File: src/rtl/trap_pkg.sv
package trap_pkg;
  typedef enum logic [2:0] {
    PH_IDLE,
    PH_DEC,
    PH_WR0,
    PH_WR1,
    PH_RD0,
    PH_RD1,
    PH_PAD
  } phase_t;

  localparam logic [7:0] TRAP_OPC = 8'h57;
  localparam int IBIT = 7;
  localparam int UBIT = 6;
endpackage

File: src/rtl/trap_decode.sv
module trap_decode #(
  parameter int IW = 16
) (
  input  logic [IW-1:0] instr,
  output logic          hit,
  output logic [1:0]    vec
);
  import trap_pkg::*;

  // first byte in the upper half, operand byte below
  always_comb begin
    hit = (instr[IW-1:IW-8] == TRAP_OPC) &&
          (instr[7:6] == 2'b00) && (instr[3:0] == 4'h0);
    vec = instr[5:4];
  end
endmodule

File: src/rtl/trap_addr_gen.sv
module trap_addr_gen #(
  parameter int AW    = 24,
  parameter int NW    = 16,
  parameter int NBASE = 16,
  parameter int ABASE = 32
) (
  input  logic [AW-1:0] sp,
  input  logic [1:0]    vec,
  input  logic          wide,
  output logic [AW-1:0] push0,
  output logic [AW-1:0] push1,
  output logic [AW-1:0] vaddr0,
  output logic [AW-1:0] vaddr1,
  output logic [AW-1:0] sp_new
);
  localparam logic [AW-1:0] NMASK = {{(AW-NW){1'b0}}, {NW{1'b1}}};

  logic [AW-1:0] keep;
  logic [AW-1:0] vbase;

  always_comb begin
    keep   = wide ? {AW{1'b1}} : NMASK;
    push0  = (sp - AW'(2)) & keep;
    push1  = (sp - AW'(4)) & keep;
    sp_new = push1;
    vbase  = wide ? (AW'(ABASE) + AW'({vec, 2'b00}))
                  : (AW'(NBASE) + AW'({vec, 1'b0}));
    vaddr0 = vbase & keep;
    vaddr1 = (vbase + AW'(2)) & keep;
  end
endmodule

File: src/rtl/trap_ctrl.sv
module trap_ctrl #(
  parameter int LEN = 14,
  localparam int CW = $clog2(LEN + 1)
) (
  input  logic              clk,
  input  logic              rst,
  input  logic              go,
  input  logic              wide,
  input  logic              xfer,
  input  logic              wait_bus,
  output trap_pkg::phase_t  phase,
  output logic              busy,
  output logic              finish
);
  import trap_pkg::*;

  logic [CW-1:0] cnt;

  assign busy   = (phase != PH_IDLE);
  assign finish = (phase == PH_PAD) && (cnt == CW'(LEN - 1));

  always_ff @(posedge clk) begin
    if (rst) begin
      phase <= PH_IDLE;
      cnt   <= '0;
    end else begin
      if (phase == PH_IDLE) begin
        if (go) begin
          phase <= PH_DEC;
          cnt   <= CW'(1);
        end
      end else begin
        if (!wait_bus) cnt <= cnt + CW'(1);
        unique case (phase)
          PH_DEC: phase <= PH_WR0;
          PH_WR0: if (xfer) phase <= PH_WR1;
          PH_WR1: if (xfer) phase <= PH_RD0;
          PH_RD0: if (xfer) phase <= wide ? PH_RD1 : PH_PAD;
          PH_RD1: if (xfer) phase <= PH_PAD;
          PH_PAD: if (finish) begin
            phase <= PH_IDLE;
            cnt   <= '0;
          end
          default: phase <= PH_IDLE;
        endcase
      end
    end
  end


  cnt_bound_chk: assert property (@(posedge clk) disable iff (rst)
    busy |-> (cnt <= CW'(LEN - 1)));


  pad_exit_chk: assert property (@(posedge clk) disable iff (rst)
    finish |=> (phase == PH_IDLE));
endmodule

File: src/rtl/trap_seq.sv
module trap_seq #(
  parameter int AW    = 24,
  parameter int DW    = 16,
  parameter int NW    = 16,
  parameter int LEN   = 14,
  parameter int NBASE = 16,
  parameter int ABASE = 32,
  localparam int HB   = AW - DW
) (
  input  logic          clk,
  input  logic          rst,
  input  logic          start,
  input  logic [15:0]   instr,
  input  logic [AW-1:0] pc_in,
  input  logic [7:0]    ccr_in,
  input  logic [AW-1:0] sp_in,
  input  logic          wide_mode,
  input  logic          ubit_mask,
  output logic          mem_req,
  output logic          mem_we,
  output logic [AW-1:0] mem_addr,
  output logic [DW-1:0] mem_wdata,
  input  logic [DW-1:0] mem_rdata,
  input  logic          mem_ready,
  output logic          busy,
  output logic          done,
  output logic          bad_op,
  output logic [AW-1:0] pc_out,
  output logic [7:0]    ccr_out,
  output logic [AW-1:0] sp_out
);
  import trap_pkg::*;

  phase_t        phase;
  logic          finish;
  logic          hit;
  logic [1:0]    vec_dec;
  logic          go, bad, xfer, wait_bus;

  logic [AW-1:0] ret_l, sp_l;
  logic [7:0]    ccr_l;
  logic [1:0]    vec_l;
  logic          wide_l, umask_l;
  logic [DW-1:0] vhi, vlo;

  logic [AW-1:0] push0, push1, vaddr0, vaddr1, sp_new;
  logic [AW-1:0] ret_next;

  trap_decode #(.IW(16)) dec_i (
    .instr(instr), .hit(hit), .vec(vec_dec)
  );

  trap_addr_gen #(.AW(AW), .NW(NW), .NBASE(NBASE), .ABASE(ABASE)) agen_i (
    .sp(sp_l), .vec(vec_l), .wide(wide_l),
    .push0(push0), .push1(push1), .vaddr0(vaddr0), .vaddr1(vaddr1),
    .sp_new(sp_new)
  );

  trap_ctrl #(.LEN(LEN)) ctrl_i (
    .clk(clk), .rst(rst), .go(go), .wide(wide_l), .xfer(xfer),
    .wait_bus(wait_bus), .phase(phase), .busy(busy), .finish(finish)
  );

  always_comb begin
    go       = start && !busy && hit;
    bad      = start && !busy && !hit;
    xfer     = mem_req && mem_ready;
    wait_bus = mem_req && !mem_ready;
    ret_next = wide_mode ? (pc_in + AW'(2))
                         : AW'(pc_in[NW-1:0] + NW'(2));
  end

  always_ff @(posedge clk) begin
    if (rst) begin
      mem_req   <= 1'b0;
      mem_we    <= 1'b0;
      mem_addr  <= '0;
      mem_wdata <= '0;
      done      <= 1'b0;
      bad_op    <= 1'b0;
      pc_out    <= '0;
      ccr_out   <= '0;
      sp_out    <= '0;
      ret_l     <= '0;
      sp_l      <= '0;
      ccr_l     <= '0;
      vec_l     <= '0;
      wide_l    <= 1'b0;
      umask_l   <= 1'b0;
      vhi       <= '0;
      vlo       <= '0;
    end else begin
      done   <= 1'b0;
      bad_op <= bad;
      if (go) begin
        ret_l   <= ret_next;
        sp_l    <= sp_in;
        ccr_l   <= ccr_in;
        vec_l   <= vec_dec;
        wide_l  <= wide_mode;
        umask_l <= ubit_mask;
      end
      unique case (phase)
        PH_DEC: begin
          mem_req   <= 1'b1;
          mem_we    <= 1'b1;
          mem_addr  <= push0;
          mem_wdata <= ret_l[DW-1:0];
        end
        PH_WR0: if (xfer) begin
          mem_addr  <= push1;
          mem_wdata <= {ccr_l, (wide_l ? ret_l[AW-1:DW] : HB'(0))};
        end
        PH_WR1: if (xfer) begin
          mem_we   <= 1'b0;
          mem_addr <= vaddr0;
        end
        PH_RD0: if (xfer) begin
          vhi <= mem_rdata;
          if (wide_l) mem_addr <= vaddr1;
          else        mem_req  <= 1'b0;
        end
        PH_RD1: if (xfer) begin
          vlo     <= mem_rdata;
          mem_req <= 1'b0;
        end
        PH_PAD: if (finish) begin
          pc_out  <= wide_l ? {vhi[HB-1:0], vlo} : AW'(vhi);
          ccr_out <= ccr_l | (8'h01 << IBIT) |
                     (umask_l ? (8'h01 << UBIT) : 8'h00);
          sp_out  <= sp_new;
          done    <= 1'b1;
        end
        default: ;
      endcase
    end
  end


  hold_req_chk: assert property (@(posedge clk) disable iff (rst)
    (mem_req && !mem_ready) |=> (mem_req && $stable(mem_addr) &&
                                 $stable(mem_we) && $stable(mem_wdata)));


  even_addr_chk: assert property (@(posedge clk) disable iff (rst)
    mem_req |-> !mem_addr[0]);


  done_pulse_chk: assert property (@(posedge clk) disable iff (rst)
    done |=> !done);


  ibit_set_chk: assert property (@(posedge clk) disable iff (rst)
    done |-> ccr_out[IBIT]);


  bad_quiet_chk: assert property (@(posedge clk) disable iff (rst)
    bad_op |-> (!mem_req && !busy));


  narrow_addr_chk: assert property (@(posedge clk) disable iff (rst)
    (mem_req && !wide_l) |-> (mem_addr[AW-1:NW] == '0));


  idle_no_req_chk: assert property (@(posedge clk) disable iff (rst)
    !busy |-> !mem_req);
endmodule

File: config.mk
export PLATFORM = sky130hd
export DESIGN_NAME = trap_seq
export DESIGN_NICKNAME = d
export VERILOG_FILES = /design/src/rtl/trap_pkg.sv /design/src/rtl/trap_decode.sv /design/src/rtl/trap_addr_gen.sv /design/src/rtl/trap_ctrl.sv /design/src/rtl/trap_seq.sv
export SDC_FILE = /design/constraint.sdc
export NUM_CORES = 1
export LEC_CHECK = 0
export ABC_AREA = 1
export BUFFER_PORTS_ARGS = -buffer_cell sky130_fd_sc_hd__buf_2
export CAP_MARGIN = 25
export CELL_PAD_IN_SITES_DETAIL_PLACEMENT = 1
export CELL_PAD_IN_SITES_GLOBAL_PLACEMENT = 1
export CORE_ASPECT_RATIO = 1.25
export CORE_MARGIN = 4
export CORE_UTILIZATION = 42
export DETAILED_ROUTE_END_ITERATION = 10
export PLACE_DENSITY = 0.93
export SYNTH_ARGS = -nofsm -noshare
export SYNTH_HDL_FRONTEND = slang
export SYNTH_SLANG_ARGS = --single-unit
File: constraint.sdc
create_clock -name clk -period 4.3 [get_ports clk]
set_input_delay 0.86 -clock clk [delete_from_list [all_inputs] [get_ports clk]]
set_output_delay 0.86 -clock clk [all_outputs]
set_load 0.02 [all_outputs]
Word-level counts from Yosys, hierarchy flattened
Index checks and enable logic that the tools add are counted.
Storage, ports and cells
  register bits after elaboration: 199
  logic and storage cells: 114
Cells by class
  add/sub/neg operators: 8
  equality and inequality tests: 20
  mux-type cells: 33
  bitwise gates (word level): 6
  reduce and logical (&&, ||, !) cells: 28
Operator list (count)
  two-way mux 24 bit: 8
  AND 24 bit: 4
  one-hot mux 24 bit (4 select lines): 1
  adder 24 x 2 -> 24 bit, second input constant: 2
  one-hot mux 16 bit (2 select lines): 1
  subtractor 24 x 2 -> 24 bit, second input constant: 1
  subtractor 24 x 3 -> 24 bit, second input constant: 1
  two-way mux 3 bit: 7
  two-way mux 4 bit: 5
  one-hot mux 3 bit (6 select lines): 1
  adder 16 x 2 -> 17 bit, second input constant: 1
  two-way mux 16 bit: 1
  inequality test 3 x 1 -> 1 bit, second input constant: 4
  inequality test 2 x 1 -> 1 bit, second input constant: 5
  AND reduction 2 bit: 5
  equality test 3 bit, second input constant: 3
  equality test 8 x 7 -> 1 bit, second input constant: 1
  logical AND 1 bit: 8
  two-way mux 8 bit: 1
  OR 8 x 7 -> 8 bit: 1
  adder 6 x 4 -> 7 bit, first input constant: 1
  two-way mux 7 bit: 1
  adder 5 x 3 -> 6 bit, first input constant: 1
  equality test 3 x 2 -> 1 bit, second input constant: 2
  other kinds (21): 29

Logic depth before layout (Yosys ltp)
  depth after elaboration: 7
  gate-level depth with buffers: 11
  depth with buffers taken out: 11

By module
A second synthesis with hierarchy kept.
Second synthesis, totals
  cell total of the unflattened synthesis: 1562
  area, all modules: 10508.8 sq um
Modules (own cells, without submodules)
  trap_seq: instances 1, cells each 1166, area each 8215.4 sq um, seq. area each 3843.7 sq um
  trap_addr_gen: instances 1, cells each 294, area each 1652.8 sq um, seq. area each 0.0 sq um
  trap_ctrl: instances 1, cells each 79, area each 543.0 sq um, seq. area each 140.1 sq um
  trap_decode: instances 1, cells each 23, area each 97.6 sq um, seq. area each 0.0 sq um

Least setup slack after synthesis
OpenSTA, ideal clock, no wires.
  path kind: input-to-reg
  start point: input port pc_in[1]
  end point: register ret_l[23]
  setup time: 0.132 ns
  arrival time: 1.951 ns
  required time: 4.168 ns
  path slack: 2.217 ns
  cell stages on the path: 8
  cell sequence: ha_1 > nand3_1 > nor3_2 > nand2_1 > nor2_1 > nand4_1 > nand2_1 > a21oi_1
On the way
  longest elaborated chain between the ends: 2
RTL lines
  from (decl): line trap_seq.sv:14  | input logic [AW-1:0] pc_in,
  adder 24 x 2 -> 24 bit: line trap_seq.sv:69  | ret_next = wide_mode ? (pc_in + AW'(2))
  two-way mux 24 bit: line trap_seq.sv:69
  to (signal assigned): line trap_seq.sv:96  | ret_l <= ret_next;
  to (decl): line trap_seq.sv:40  | logic [AW-1:0] ret_l, sp_l;
No other way between the ends.
A chain may end at the register's enable or synchronous reset.

Worst setup path after layout
  start point: register ctrl_i.cnt[0]
  end point: register sp_out[10]
On the way
  longest elaborated chain between the ends: 3
RTL lines
  from (decl): line trap_ctrl.sv:17  | logic [CW-1:0] cnt;
  from (signal assigned): line trap_ctrl.sv:33  | if (!wait_bus) cnt <= cnt + CW'(1);
  equality test 4 bit: line trap_ctrl.sv:20  | assign finish = (phase == PH_PAD) && (cnt == CW'(LEN - 1));
  logical AND 1 bit: line trap_ctrl.sv:20
  AND reduction 2 bit (no source line)
  to (signal assigned): line trap_seq.sv:131  | sp_out <= sp_new;
  to (decl): line trap_seq.sv:30  | output logic [AW-1:0] sp_out
No other way between the ends.

==> results.toml <==
[synthesis]
yosysMostFrequentCell = "nand2_1"
ys_seq_area_frac = 0.434
synthTopCellsByCount = "nand2_1, dfxtp_1, nor2_1"
synth_area_per_cell_sq_um = 6.98
yosys_register_bits = 199
syn_inst = 1317
synth_edf_count = 0
synth.distinct_cells = 34
synth_ff_type = "dfxtp_1"
netlist_area_sq_mm = 0.00919
synth_area_leader_cell = "dfxtp_1"
synth_top_area_share = 0.434
synth_area_leaders = "dfxtp_1, nand2_1, o21ai_0"
yosys_warnings = 0
syn_nets = 1418
async_flop_share = 0

[floorplan]
start_util = 0.426
die-height_um = 173
core.rowCount = 60
core_area_sq_mm = 0.0215
die_w_um = 140
dieArea_sq_mm = 0.0243
io-pin-count = 195

[place]
dpl.hpwl_um = 23300
io_buffer_count = 194
gp_congestion = 0.918
placed_area_sq_mm = 0.0103

[global_route]
grt_pass1_wl_um = 52800
overflow = 0
grt_pass1_vias = 10336
grt_max_degree = 87
grtUsageTotal = 0.263
antenna_found_initial = 2

[setup_path]
required_ns = 4.63
critPathKind = "register to register"
rr_worst_depth = 7
cp_max_fo = 21
crit_arrival_ns = 2.96
worstSetupEndpointType = "register"
crit_path_start_kind = "register"

[power_and_ir_drop]
leakage_nw = 4.96
ir_drop_mv = 0.279
cellPowerDensity_mw_per_mm2 = 451

[timing]
final_hold_viol_count = 0
max_freq_mhz = 381
finalSetupTns_ns = 0
skew_ns = 0.0115
slew_headroom = 0.445
slew_viol_final = 0
post-route-period-util = 0.610
tightest_slew_ns = 0.830
rsz0062_at_grt = "false"
min_period_ns = 2.62
setup-violations-final = 0

[layout]
layout-drive-gt1-share = 0.177
syn2layout_area_growth_pct = 19.4
nets = 1578
stdcell_area_sq_mm = 0.0110
final_core_util = 0.509

[route]
drtPass1Iterations = 5
drtIter0Drc = 539
drc = 0
dr_total_vias = 9923
antenna_left = 0
vias_per_cell = 5.60
wl_per_cell_um = 18.7
wirelength_um = 33100

[run]
drv_cap = 0

[clocking]
worstSkewPairLatency_ns = 0.45
cts_resized = 0
numCtsBuffers = 17
htreeDepth = 4
clock-root-buffer = "clkbuf_16"
cts.sinks = 199
cts_max_path_buffers = 2
cts_tree = "done"
clkSlewWorstSetupHoldPaths_ns = 0.08
post-cts-setup-buffers = 0
postCtsHoldBufs = 0

[run_status]
outcome = "finished, final reports clean"

[worst_hold_path]
hold_path_class = "register to register"
worstHoldPathCells = 1
==> sequential cells by signal, indices dropped and copies added (netlist names), 2 cells and up <==
| signal | count |
|---|---|
| ccr_l | 8 |
| ccr_out | 8 |
| ctrl_i.cnt | 4 |
| ctrl_i.phase | 3 |
| mem_addr | 24 |
| mem_wdata | 16 |
| pc_out | 24 |
| ret_l | 24 |
| sp_l | 24 |
| sp_out | 24 |
| vec_l | 2 |
| vhi | 16 |
| vlo | 16 |
==> cell usage in the layout (no fill, tap or decap), drive strengths merged, types with 3 or more instances in the layout <==
| cell type | n |
|---|---|
| dfxtp | 199 |
| o31ai | 7 |
| nand2 | 238 |
| inv | 124 |
| o211ai | 3 |
| ha | 7 |
| clkinv | 5 |
| o21ai | 187 |
| nand4 | 30 |
| a31oi | 41 |
| nand3 | 92 |
| xnor2 | 7 |
| buf | 205 |
| xor2 | 14 |
| nor2 | 188 |
| nor3 | 8 |
| a21oi | 106 |
| clkbuf | 18 |
==> cell families after synthesis <==
family | synth area share
AOI/OAI and AO/OA | 0.199
xor gates and xnor gates | 0.0200
adders and majority gates | 0.00953
buffers and inverters | 0.0780
DFF | 0.434
and+or+nand+nor | 0.260
==> metal layers <==
metal | vias up | part of all wire | global-route usage
met2 | 298 | 0.51 | 0.466
li1 | 4702 | - | -
met3 | 94 | 0.049 | 0.0395
met1 | 4829 | 0.40 | 0.309
met5 | - | 0 | 0
met4 | 0 | 0.043 | 0.123
==> final timing paths <==
path / from / end / slack (ns)
setup / recovery: ctrl_i.cnt[0] / sp_out[10] / 1.68
hold / removal: sp_l[2] / sp_out[2] / 0.46
setup reg to reg: ctrl_i.cnt[0] / sp_out[10] / 1.68
hold reg to reg: sp_l[2] / sp_out[2] / 0.46
==> final cells by class <==
cell class,instances,area [sq um]
tap,279,349
sequential,199,3980
fill,2873,10600
inverter,117,442
clock inverter,14,195
timing repair buffer,205,1070
clock buffer,18,439
antenna,2,5.00
multi-input combinational,937,4490
==> metrics by stage <==
step | total power (W) | cells | setup WS (ns) | hold slack (ns)
2_1_floorplan | 0.00283 | 1317 | 2.22 | 0.406
3_3_place_gp | 0.00319 | 1737 | 1.81 | 0.423
3_5_place_dp | 0.00324 | 1737 | 1.69 | 0.425
4_1_cts | 0.00495 | 1769 | 1.71 | 0.459
5_1_grt | 0.00515 | 1771 | 1.46 | 0.482
6_report | 0.00495 | 1771 | 1.68 | 0.456
==> critical path, cell delays in order (launching register included) <==
cell and delay [ns]:
dfxtp_1 0.43, ha_1 0.18, nand3_1 0.21, nor4_4 0.65, buf_4 0.33, inv_1 0.37, o21ai_0 0.28, inv_1 0.06
==> where the power goes <==
group          total (W)  switching, W  internal, W
registers        0.00212      0.000125      0.00200
logic            0.00112      0.000793     0.000325
clock network    0.00171      0.000841     0.000868
(Power assumes the default switching activity.)
